### config.mk
export PLATFORM = sky130hd
export DESIGN_NAME = axi_burst_chopper
export DESIGN_NICKNAME = d
export VERILOG_FILES = /design/src/rtl/chop_pkg.sv /design/src/rtl/chop_decode.sv /design/src/rtl/piece_gen.sv /design/src/rtl/resp_merge.sv /design/src/rtl/axi_burst_chopper.sv
export SDC_FILE = /design/constraint.sdc
export NUM_CORES = 1
export LEC_CHECK = 0
export ABC_AREA = 0
export BUFFER_PORTS_ARGS = -buffer_cell sky130_fd_sc_hd__buf_2
export CAP_MARGIN = 30
export CORE_MARGIN = 2
export CORE_UTILIZATION = 50
export CTS_BUF_LIST = sky130_fd_sc_hd__clkbuf_4 sky130_fd_sc_hd__clkbuf_8 sky130_fd_sc_hd__clkbuf_16
export DETAILED_ROUTE_END_ITERATION = 7
export GPL_TIMING_DRIVEN = 0
export PLACE_DENSITY = 0.75
export REMOVE_ABC_BUFFERS = 1
export SLEW_MARGIN = 10
export SYNTH_ARGS = -nofsm -noshare
export SYNTH_HDL_FRONTEND = slang
export SYNTH_SLANG_ARGS = --single-unit
### constraint.sdc
create_clock -name clk -period 6.15 [get_ports clk]
set_clock_uncertainty 0.05 [all_clocks]
set_input_delay 0 -clock clk [delete_from_list [all_inputs] [get_ports clk]]
set_output_delay 0 -clock clk [all_outputs]
set_load 0.01 [all_outputs]
### src/rtl/chop_pkg.sv
package chop_pkg;
  localparam int FAB_SIZE = 4;

  typedef enum logic [1:0] {
    BT_FIXED = 2'd0,
    BT_INCR  = 2'd1,
    BT_WRAP  = 2'd2,
    BT_RSVD  = 2'd3
  } burst_e;

  localparam logic [1:0] RC_OKAY = 2'd0;

  function automatic logic [1:0] worse_code(input logic [1:0] a, input logic [1:0] b);
    return (a > b) ? a : b;
  endfunction
endpackage

### src/rtl/chop_decode.sv
module chop_decode
  import chop_pkg::*;
#(
  parameter int ADDR_W      = 32,
  parameter int LEN_W       = 8,
  parameter int DEF_CHOP_LG = 8,
  parameter int MIN_CHOP_LG = 4
) (
  input  logic [ADDR_W-1:0] addr,
  input  logic [LEN_W-1:0]  len,
  input  logic [2:0]        size,
  input  logic [1:0]        burst,
  input  logic              cache_mod,
  input  logic              lock,
  input  logic              is_ddr,
  input  logic              ilv_en,
  input  logic [3:0]        ilv_lg,
  output logic [2:0]        out_size,
  output logic              irq,
  output logic [ADDR_W-1:0] last_addr,
  output logic [ADDR_W-1:0] chop_mask,
  output logic [LEN_W-1:0]  flat_len,
  output logic              split
);
  localparam logic [2:0] FAB = 3'(FAB_SIZE);

  logic              is_incr, is_fixed, mod_flow;
  logic [ADDR_W-1:0] base, span;
  logic [LEN_W+3:0]  ext;
  int                lg_i;

  always_comb begin
    is_incr  = (burst == BT_INCR);
    is_fixed = (burst == BT_FIXED);
    mod_flow = is_incr && (lock ? (is_ddr && (len != '0)) : cache_mod);

    if (!is_incr && !is_fixed)                          out_size = size;
    else if (mod_flow)                                  out_size = FAB;
    else if (size > FAB)                                out_size = FAB;
    else if (is_incr && is_ddr && !lock && size < FAB)  out_size = FAB;
    else                                                out_size = size;

    irq = (is_incr || is_fixed) && !mod_flow && (out_size != size);

    base      = addr & ({ADDR_W{1'b1}} << size);
    span      = ({{(ADDR_W-LEN_W){1'b0}}, len} + ADDR_W'(1)) << size;
    last_addr = base + span - ADDR_W'(1);

    lg_i = DEF_CHOP_LG;
    if (is_ddr && ilv_en) begin
      lg_i = int'(ilv_lg);
      if (lg_i < MIN_CHOP_LG) lg_i = MIN_CHOP_LG;
      if (lg_i > DEF_CHOP_LG) lg_i = DEF_CHOP_LG;
    end
    chop_mask = lock ? {ADDR_W{1'b1}} : ~({ADDR_W{1'b1}} << lg_i);

    if (is_fixed && size > FAB)
      ext = ({4'b0, len} + (LEN_W+4)'(1)) << (size - FAB);
    else
      ext = {4'b0, len} + (LEN_W+4)'(1);
    flat_len = LEN_W'(ext - (LEN_W+4)'(1));

    split = is_incr;
  end
endmodule

### src/rtl/piece_gen.sv
module piece_gen
  import chop_pkg::*;
#(
  parameter int ADDR_W = 32,
  parameter int LEN_W  = 8,
  parameter int CNT_W  = 9
) (
  input  logic              clk,
  input  logic              rst_n,
  input  logic              load,
  input  logic [ADDR_W-1:0] ld_addr,
  input  logic [ADDR_W-1:0] ld_last,
  input  logic [ADDR_W-1:0] ld_mask,
  input  logic [2:0]        ld_size,
  input  logic [LEN_W-1:0]  ld_flat_len,
  input  logic              ld_split,
  input  logic [1:0]        ld_burst,
  input  logic              ld_mod,
  input  logic              ld_lock,
  input  logic              ld_write,
  output logic              busy,
  output logic              sub_valid,
  input  logic              sub_ready,
  output logic [ADDR_W-1:0] sub_addr,
  output logic [LEN_W-1:0]  sub_len,
  output logic [2:0]        sub_size,
  output logic [1:0]        sub_burst,
  output logic              sub_cache_mod,
  output logic              sub_lock,
  output logic              sub_last,
  output logic              push,
  output logic [CNT_W-1:0]  push_cnt
);
  logic [ADDR_W-1:0] cur_q, last_q, mask_q, bound, pend;
  logic [2:0]        size_q;
  logic [LEN_W-1:0]  flen_q;
  logic              split_q, mod_q, lock_q, wr_q;
  logic [1:0]        burst_q;
  logic [CNT_W-1:0]  pcnt_q;
  logic              fire;

  always_comb begin
    bound    = cur_q | mask_q;
    pend     = (split_q && (bound < last_q)) ? bound : last_q;
    sub_len  = split_q ? LEN_W'((pend >> size_q) - (cur_q >> size_q)) : flen_q;
    sub_last = !split_q || (pend == last_q);
  end

  assign sub_valid     = busy;
  assign sub_addr      = cur_q;
  assign sub_size      = size_q;
  assign sub_burst     = burst_q;
  assign sub_cache_mod = mod_q;
  assign sub_lock      = lock_q;
  assign fire          = busy && sub_ready;
  assign push          = fire && sub_last && wr_q;
  assign push_cnt      = pcnt_q + CNT_W'(1);

  always_ff @(posedge clk) begin
    if (!rst_n) begin
      busy    <= 1'b0;
      cur_q   <= '0;
      last_q  <= '0;
      mask_q  <= '0;
      size_q  <= '0;
      flen_q  <= '0;
      split_q <= 1'b0;
      burst_q <= '0;
      mod_q   <= 1'b0;
      lock_q  <= 1'b0;
      wr_q    <= 1'b0;
      pcnt_q  <= '0;
    end else if (load) begin
      busy    <= 1'b1;
      cur_q   <= ld_addr;
      last_q  <= ld_last;
      mask_q  <= ld_mask;
      size_q  <= ld_size;
      flen_q  <= ld_flat_len;
      split_q <= ld_split;
      burst_q <= ld_burst;
      mod_q   <= ld_mod;
      lock_q  <= ld_lock;
      wr_q    <= ld_write;
      pcnt_q  <= '0;
    end else if (fire) begin
      if (sub_last) begin
        busy <= 1'b0;
      end else begin
        cur_q  <= pend + ADDR_W'(1);
        pcnt_q <= pcnt_q + CNT_W'(1);
      end
    end
  end
endmodule

### src/rtl/resp_merge.sv
module resp_merge
  import chop_pkg::*;
#(
  parameter int DEPTH = 4,
  parameter int CNT_W = 9
) (
  input  logic             clk,
  input  logic             rst_n,
  input  logic             push,
  input  logic [CNT_W-1:0] push_cnt,
  output logic             full,
  input  logic             bin_valid,
  output logic             bin_ready,
  input  logic [1:0]       bin_code,
  output logic             bout_valid,
  input  logic             bout_ready,
  output logic [1:0]       bout_code
);
  localparam int PTR_W = (DEPTH > 1) ? $clog2(DEPTH) : 1;
  localparam int OCC_W = PTR_W + 1;

  logic [CNT_W-1:0] slots [DEPTH];
  logic [PTR_W-1:0] wr_ptr, rd_ptr;
  logic [OCC_W-1:0] occ;
  logic [CNT_W-1:0] rcv_q;
  logic [1:0]       worst_q;
  logic             have, complete, pop, take;

  assign have      = (occ != '0);
  assign full      = (occ == OCC_W'(DEPTH));
  assign complete  = have && (rcv_q == slots[rd_ptr]) && !bout_valid;
  assign bin_ready = !bout_valid && !complete;
  assign take      = bin_valid && bin_ready;
  assign pop       = complete;

  function automatic logic [PTR_W-1:0] bump(input logic [PTR_W-1:0] p);
    return (p == PTR_W'(DEPTH - 1)) ? '0 : p + PTR_W'(1);
  endfunction

  generate
    for (genvar i = 0; i < DEPTH; i++) begin : g_slot
      always_ff @(posedge clk) begin
        if (!rst_n)                              slots[i] <= '0;
        else if (push && wr_ptr == PTR_W'(i))    slots[i] <= push_cnt;
      end
    end
  endgenerate

  always_ff @(posedge clk) begin
    if (!rst_n) begin
      wr_ptr     <= '0;
      rd_ptr     <= '0;
      occ        <= '0;
      rcv_q      <= '0;
      worst_q    <= RC_OKAY;
      bout_valid <= 1'b0;
      bout_code  <= RC_OKAY;
    end else begin
      if (push) wr_ptr <= bump(wr_ptr);
      if (pop)  rd_ptr <= bump(rd_ptr);
      occ <= occ + OCC_W'(push) - OCC_W'(pop);

      if (complete) begin
        bout_valid <= 1'b1;
        bout_code  <= worst_q;
        rcv_q      <= '0;
        worst_q    <= RC_OKAY;
      end else if (take) begin
        rcv_q   <= rcv_q + CNT_W'(1);
        worst_q <= worse_code(worst_q, bin_code);
      end

      if (bout_valid && bout_ready) bout_valid <= 1'b0;
    end
  end
endmodule

### src/rtl/axi_burst_chopper.sv
module axi_burst_chopper
  import chop_pkg::*;
#(
  parameter int ADDR_W      = 32,
  parameter int LEN_W       = 8,
  parameter int DEF_CHOP_LG = 8,
  parameter int MIN_CHOP_LG = 4,
  parameter int TRK_DEPTH   = 4,
  parameter int CNT_W       = 9
) (
  input  logic              clk,
  input  logic              rst_n,
  input  logic              req_valid,
  output logic              req_ready,
  input  logic              req_write,
  input  logic [ADDR_W-1:0] req_addr,
  input  logic [LEN_W-1:0]  req_len,
  input  logic [2:0]        req_size,
  input  logic [1:0]        req_burst,
  input  logic              req_cache_mod,
  input  logic              req_lock,
  input  logic              req_ddr,
  input  logic              ilv_enable,
  input  logic [3:0]        ilv_gran_lg,
  output logic              sub_valid,
  input  logic              sub_ready,
  output logic [ADDR_W-1:0] sub_addr,
  output logic [LEN_W-1:0]  sub_len,
  output logic [2:0]        sub_size,
  output logic [1:0]        sub_burst,
  output logic              sub_cache_mod,
  output logic              sub_lock,
  output logic              sub_last,
  output logic              size_irq,
  input  logic              bin_valid,
  output logic              bin_ready,
  input  logic [1:0]        bin_code,
  output logic              bout_valid,
  input  logic              bout_ready,
  output logic [1:0]        bout_code
);
  logic [2:0]        d_size;
  logic              d_irq, d_split;
  logic [ADDR_W-1:0] d_last, d_mask;
  logic [LEN_W-1:0]  d_flen;
  logic              busy, trk_full, accept, push;
  logic [CNT_W-1:0]  push_cnt;

  assign req_ready = !busy && !trk_full;
  assign accept    = req_valid && req_ready;

  chop_decode #(
    .ADDR_W(ADDR_W), .LEN_W(LEN_W),
    .DEF_CHOP_LG(DEF_CHOP_LG), .MIN_CHOP_LG(MIN_CHOP_LG)
  ) u_dec (
    .addr(req_addr), .len(req_len), .size(req_size), .burst(req_burst),
    .cache_mod(req_cache_mod), .lock(req_lock), .is_ddr(req_ddr),
    .ilv_en(ilv_enable), .ilv_lg(ilv_gran_lg),
    .out_size(d_size), .irq(d_irq), .last_addr(d_last), .chop_mask(d_mask),
    .flat_len(d_flen), .split(d_split)
  );

  piece_gen #(.ADDR_W(ADDR_W), .LEN_W(LEN_W), .CNT_W(CNT_W)) u_gen (
    .clk(clk), .rst_n(rst_n), .load(accept),
    .ld_addr(req_addr), .ld_last(d_last), .ld_mask(d_mask), .ld_size(d_size),
    .ld_flat_len(d_flen), .ld_split(d_split), .ld_burst(req_burst),
    .ld_mod(req_cache_mod), .ld_lock(req_lock), .ld_write(req_write),
    .busy(busy), .sub_valid(sub_valid), .sub_ready(sub_ready),
    .sub_addr(sub_addr), .sub_len(sub_len), .sub_size(sub_size),
    .sub_burst(sub_burst), .sub_cache_mod(sub_cache_mod), .sub_lock(sub_lock),
    .sub_last(sub_last), .push(push), .push_cnt(push_cnt)
  );

  resp_merge #(.DEPTH(TRK_DEPTH), .CNT_W(CNT_W)) u_trk (
    .clk(clk), .rst_n(rst_n), .push(push), .push_cnt(push_cnt), .full(trk_full),
    .bin_valid(bin_valid), .bin_ready(bin_ready), .bin_code(bin_code),
    .bout_valid(bout_valid), .bout_ready(bout_ready), .bout_code(bout_code)
  );

  always_ff @(posedge clk) begin
    if (!rst_n) size_irq <= 1'b0;
    else        size_irq <= accept && d_irq;
  end
endmodule

Word level (Yosys, flattened, before mapping)

Memories as Yosys holds them, arrays and structs flattened. A register that Yosys moved wholly into a read port is not among the register bits.
Index checks and enable logic that the tools add are counted.

Register bits after elaboration: 145
Memories kept: 1
Bits of input ports: 62
Logic and storage cells: 157
ROM bits: 0
Bits in writable memories: 36
Bits in latches: 0

$lt $le $gt $ge: 6
$add $sub $neg: 14
Divide/modulo/power cells: 0
Equality and inequality tests: 10
Reduce and logical (&&, ||, !) cells: 50
Mux-type cells: 40
Shifts and indexed selects: 6
$mul: 0
Bitwise gates (word level): 10

Memories:

| memory      | depth | width | read ports | clocked after Yosys merged registers in | write ports | line             | RTL |
|---|---|---|---|---|---|---|---|
| u_trk.slots | 4     | 9     | 1          | 1                                       | 4           | resp_merge.sv:22 | `logic [CNT_W-1:0] slots [DEPTH];` |

Operator list:

| kind                     | count |
|---|---|
| $mux W32                 | 8 |
| $shr A32 B3 Y8           | 2 |
| $mux W9                  | 4 |
| $add A32 B1 Y32 const B  | 1 |
| $add A32 B32 Y32         | 1 |
| $and A32 B32 Y32         | 1 |
| $eq A32 B32 Y1           | 1 |
| $gt A32 B5 Y1 const B    | 1 |
| $lt A32 B32 Y1           | 1 |
| $not A32 Y32             | 1 |
| $or A32 B32 Y32          | 1 |
| $shl A32 B3 Y32          | 1 |
| $shl A32 B3 Y32 const A  | 1 |
| $shl A32 B32 Y32 const A | 1 |
| $sub A32 B1 Y32 const B  | 1 |
| $logic_and A1 B1 Y1      | 26 |
| $add A8 B1 Y9 const B    | 2 |
| $add A9 B1 Y9 const B    | 2 |
| $mux W1                  | 17 |
| $mux W8                  | 2 |
| $mux W3                  | 4 |
| $eq A9 B9 Y1             | 1 |
| $logic_not A1 Y1         | 9 |
| $shl A9 B3 Y8            | 1 |
| 26 further kinds         | 46 |

Logic depth before layout (Yosys ltp)

Word-level depth: 13
Gate-level depth with buffers: 27
Mapped depth without buffers: 22

By module

A second synthesis with hierarchy kept.

Cells, all modules: 1889
Area total of the unflattened synthesis: 15389.8 um2

Modules (own cells, without submodules):

| module            | instances | seq. area each (um2) | cells an instance | area each (um2) |
|---|---|---|---|---|
| piece_gen         | 1         | 2462.4               | 1118              | 8959.8 |
| chop_decode       | 1         | 0.0                  | 514               | 3443.3 |
| resp_merge        | 1         | 1541.5               | 253               | 2944.1 |
| axi_burst_chopper | 1         | 20.0                 | 4                 | 42.5 |

Worst setup path before layout

No wires, ideal clock.

Kind: register to output
Start point: reg u_gen.mask_q[30]
End point: out sub_len[7]
Arrival: 5.766 ns
Path slack: 0.334 ns
Data required time: 6.100 ns
Buffers on the path: 5
Cell stages (with the launch flop): 27
Cell sequence: dfxtp_1 clkbuf_1 clkbuf_1 clkbuf_1 or2_2 ha_1 nand4_2 or4_4 or4_4 o22ai_2 buf_6 buf_4 nor3_1 a21oi_1 mux2i_1 mux2i_1 mux2i_1 ha_1 nor2b_1 o21ai_0 nand2b_1 a21o_1 a21o_1 a31oi_1 xnor2_1 xnor2_1 a311o_1

Longest elaborated chain between the ends: 7

RTL lines:

| element                | line                    | RTL |
|---|---|---|
| start, declared        | piece_gen.sv:34         | `logic [ADDR_W-1:0] cur_q, last_q, mask_q, bound, pend;` |
| start signal, assigned | piece_gen.sv:77         | `mask_q <= ld_mask;` |
| $or A32 B32 Y32 (*)    | piece_gen.sv:43         | `bound = cur_q \| mask_q;` |
| $lt A32 B32 Y1         | piece_gen.sv:44         | `pend = (split_q && (bound < last_q)) ? bound : last_q;` |
| $logic_and A1 B1 Y1    | piece_gen.sv:44         |  |
| $mux W32 (*)           | piece_gen.sv:44         |  |
| $shr A32 B3 Y8 (*)     | piece_gen.sv:45         | `sub_len = split_q ? LEN_W'((pend >> size_q) - (cur_q >> size_q)) : flen_q;` |
| $sub A8 B8 Y8 (*)      | piece_gen.sv:45         |  |
| $mux W8 (*)            | piece_gen.sv:45         |  |
| end, declared          | axi_burst_chopper.sv:28 | `output logic [LEN_W-1:0] sub_len,` |

Mark *: on every way between the ends. The rest lies on a longest branch, timed or not.

Final worst setup path

Same ends and word-level chain as after synthesis.

==> impl_metrics.py <==
metrics = {
    "place": {
        "dp_hpwl_mm": 30.3,
        "place.gp.congestion": 0.953,
        "buffer_ports.inserted": 116,
    },
    "critical_path": {
        "setup.worst_path.end_class": "output pin",
        "critPathKind": "register to output pin",
        "worst-r2r-cell-count": 17,
        "timing.critical_path.fanout_max": 14,
        "critPathLaunch": "u_gen.mask_q[30]",
        "crit-reg2reg-launch": "u_gen.mask_q[30]",
        "crit_required_ns": 6.10,
        "worst_ep_arrival_time_ns": 5.99,
        "endpoint": "sub_len[7]",
        "ff2ff_setup_slack_ns": 1.18,
        "cp-start-kind": "register",
        "critical_path.reg2reg.endpoint": "u_trk.occ[2]",
    },
    "global_routing": {
        "global_route_wire_length_before_repair_mm": 65.0,
        "grt_pass1_vias": 12400,
        "grt_max_usage_layer": "met2",
        "grt_antenna_before_repair": 0,
        "grt-ovfl-total": 0,
        "grt_start_max_net_pins": 65,
        "met3_grt_util_pct": 4.11,
        "grt_use_total_pct": 29.0,
        "globalRouteMet1Util_pct": 38.6,
        "grt_met2_use_pct": 47.8,
    },
    "clock_tree": {
        "clock_latency_ns": 0.44,
        "clkSlewWorstSetupHoldPaths_ns": 0.07,
        "clock_path_buffers": 2,
        "clock_tree_root_buffer_cell": "clkbuf_16",
        "cts_tree": "done",
        "cts-buffers-inserted": 17,
        "h-tree-depth": 4,
        "clock_sink_count": 166,
    },
    "drt": {
        "remaining_drc_errors": 3,
        "vias": 13000,
        "avgRoutedWirePerCell_um": 19.4,
        "antenna_viol_nets_final": 0,
        "drt_first_iter_violations": 1265,
        "firstDrtPassIters": 8,
        "postRouteWirelength_mm": 41.7,
        "vias_per_cell": 6.06,
    },
    "die": {
        "std_cell_rows": 59,
        "top_level_ports": 117,
        "die_x_um": 167,
        "fp.coreArea_um2": 26100,
        "die-area_um2": 28000,
        "die_h_um": 167,
        "floorplan.initialDensity_pct": 51.0,
    },
    "logic_synthesis": {
        "post_synth_inst_count": 1659,
        "synthTopCellsByCount": "nor2_1, nand2_1, inv_1, dfxtp_1, a21oi_1",
        "yosys.cell_types.count": 88,
        "synth.cell_area_um2": 13300,
        "post_synth_edffs": 36,
        "ys_seq_elements": 166,
        "synth-async-reset-ratio_pct": 0,
        "synth_warnings": 0,
        "synth_top_flop_cell": "dfxtp_1",
        "post-synth-top-count-cell": "nor2_1",
        "synth_top_area_cell": "dfxtp_1",
        "netlist_top_cells_area": "dfxtp_1, ha_1, edfxtp_1",
        "synthesis.area_per_instance_um2": 8.04,
        "synth.top_cell.area_share_pct": 19.5,
        "yosysSeqAreaShare_pct": 27.6,
    },
    "timing": {
        "final_critical_period_ns": 6.04,
        "maxSlewHeadroom_pct": 33.4,
        "finalHoldViolations": 0,
        "tns_ns": 0,
        "max_slew.worst_pin.slew_ns": 0.995,
        "drv_slew": 0,
        "post-route-period-util_pct": 98.2,
        "setup_viol_count_final": 0,
        "max_clock_freq_mhz": 166,
    },
    "finish": {
        "final_net_count": 1967,
        "n_antenna_cell": 0,
        "nFillCells": 2342,
        "final_layout_size_suffix_gt1_share_pct": 16.3,
        "multi_input_area_um2": 9000,
        "regArea_um2": 3690,
        "area_delta_synth_final_pct": 17.7,
    },
    "pwr": {
        "static-leakage-power_nw": 6.41,
        "power.share.clock_pct": 29.3,
        "power_switching_w": 0.00127,
        "power.combinational.fraction_pct": 34.7,
        "power.density_nw_per_um2": 227,
        "power.total_w": 0.00357,
        "seq_power_share_pct": 36.0,
        "intPower_w": 0.00230,
        "power.switching_fraction_pct": 35.5,
        "worst_ir_drop_vdd_mv": 0.194,
    },
    "run": {
        "drv_cap": 0,
    },
    "min_path": {
        "hold_class": "input port to register",
        "worst_hold_startpoint": "req_valid",
    },
    "outcome": {
        "status": "finished, violations left",
        "violations_in_the_final_reports": "DRC",
    },
}
## cell families after synthesis
| group | synth area share, % |
|---|---|
| adders and majority gates | 9.74 |
| xor gates and xnor gates | 7.00 |
| buffers and inverters | 6.56 |
| AOI/OAI and AO/OA | 19.2 |
| muxes | 8.99 |
| DFF | 27.6 |
| and+or+nand+nor | 20.9 |
## worst max-delay path, cell delays in order, from the launching register on
cell	delay, ns
dfxtp_4	0.38
buf_16	0.17
or2_4	0.28
ha_4	0.28
nand4_1	0.20
or4_4	0.49
or4_4	0.53
o22a_4	0.26
nand2_8	0.13
a21oi_1	0.12
mux4_2	0.52
mux2i_1	0.17
ha_1	0.24
nor2b_1	0.13
o21ai_0	0.15
nand2b_1	0.10
a21o_1	0.18
a21o_1	0.20
a31oi_4	0.23
xnor3_1	0.24
nor3b_1	0.22
a311o_1	0.16
buf_2	0.13
## stage by stage
stage               utilization, %  setup WS [ns]  instance area, µm²  hold WS, ns  instances
global placement              53.6          -2.69               14000        0.197       2028
global route                  60.1        -0.0791               15700       0.0205       2151
finish                        60.1          0.112               15700       0.0106       2151
floorplan                        -         0.0867               13000       0.0669       1577
detailed placement            54.2          -1.03               14200        0.204       2038
CTS                           58.8        0.00578               15400      0.00522       2130
## flip-flops by register name (all words and copies together), names as in the netlist, 3 cells and up, named ones only
signal,count
u_gen.flen_q,8
u_gen.last_q,32
u_trk.rcv_q,9
u_gen.pcnt_q,9
u_gen.sub_size,3
u_gen.sub_addr,32
u_gen.mask_q,16
u_trk.slots,36
u_trk.occ,3
## worst min path at each step
stage,endpoint,slack (ns),cells past startpoint
finish,u_gen.flen_q[2],0.01,3
global route,u_gen.flen_q[2],0.02,3
CTS,u_gen.flen_q[2],0.005,3
floorplan,u_gen.sub_addr[12],0.07,1
global placement,u_gen.mask_q[4],0.20,3
detailed placement,u_gen.mask_q[4],0.20,3
## cells in the final DEF (no fill, tap or decap), types with 12 or more instances in the layout
cell             n
nand2b_1        19
ha_1            96
a21oi_1        120
nand3_1         43
nand2_1        159
xnor2_1         69
dfxtp_1        127
buf_2          117
nor4_1          14
nor3_1          45
clkbuf_16       18
a21o_1          28
o21ai_0         63
mux4_2          20
xor2_1          34
edfxtp_1        36
buf_4           30
mux2_2          14
dlygate4sd3_1   47
nand4_1         20
nor2_1         161
or3_1           12
mux2i_1         59
a31oi_1         13
inv_1          141
and3_1          15
a211oi_1        22
o21bai_1        20
## metal layers
layer	vias to the layer above	wire (µm)
li1	6235	-
met5	-	0
met2	525	19400
met1	6179	17700
met3	100	3020
met4	0	1530
## what timing repair did
| action | CTS | global route |
|---|---|---|
| endpoints found under the hold margin | 49 | 0 |
| pin swaps | 5 | 10 |
| resized for setup | 15 | 32 |
| cloned | 1 | 2 |
| endpoints found under the setup margin | 9 | 3 |
| hold buffers | 47 | 0 |
| buffers inserted | 12 | 16 |
## power groups by stage
stage               logic [W]  clock network (W)  registers [W]
global placement      0.00106                  0        0.00131
global route          0.00136            0.00110        0.00129
finish                0.00124            0.00105        0.00129
floorplan            0.000797                  0        0.00128
CTS                   0.00115            0.00105        0.00128
detailed placement    0.00109                  0        0.00131
## layout make-up
class | count | share of cell area (%)
Timing Repair Buffer | 205 | 9.44
Clock inverter | 14 | 0.789
Sequential cell | 166 | 23.5
Clock buffer | 18 | 2.80
Tap cell | 335 | 2.67
Multi-Input combinational cell | 1269 | 57.3
Inverter | 144 | 3.46
(Power assumes the default switching activity.)
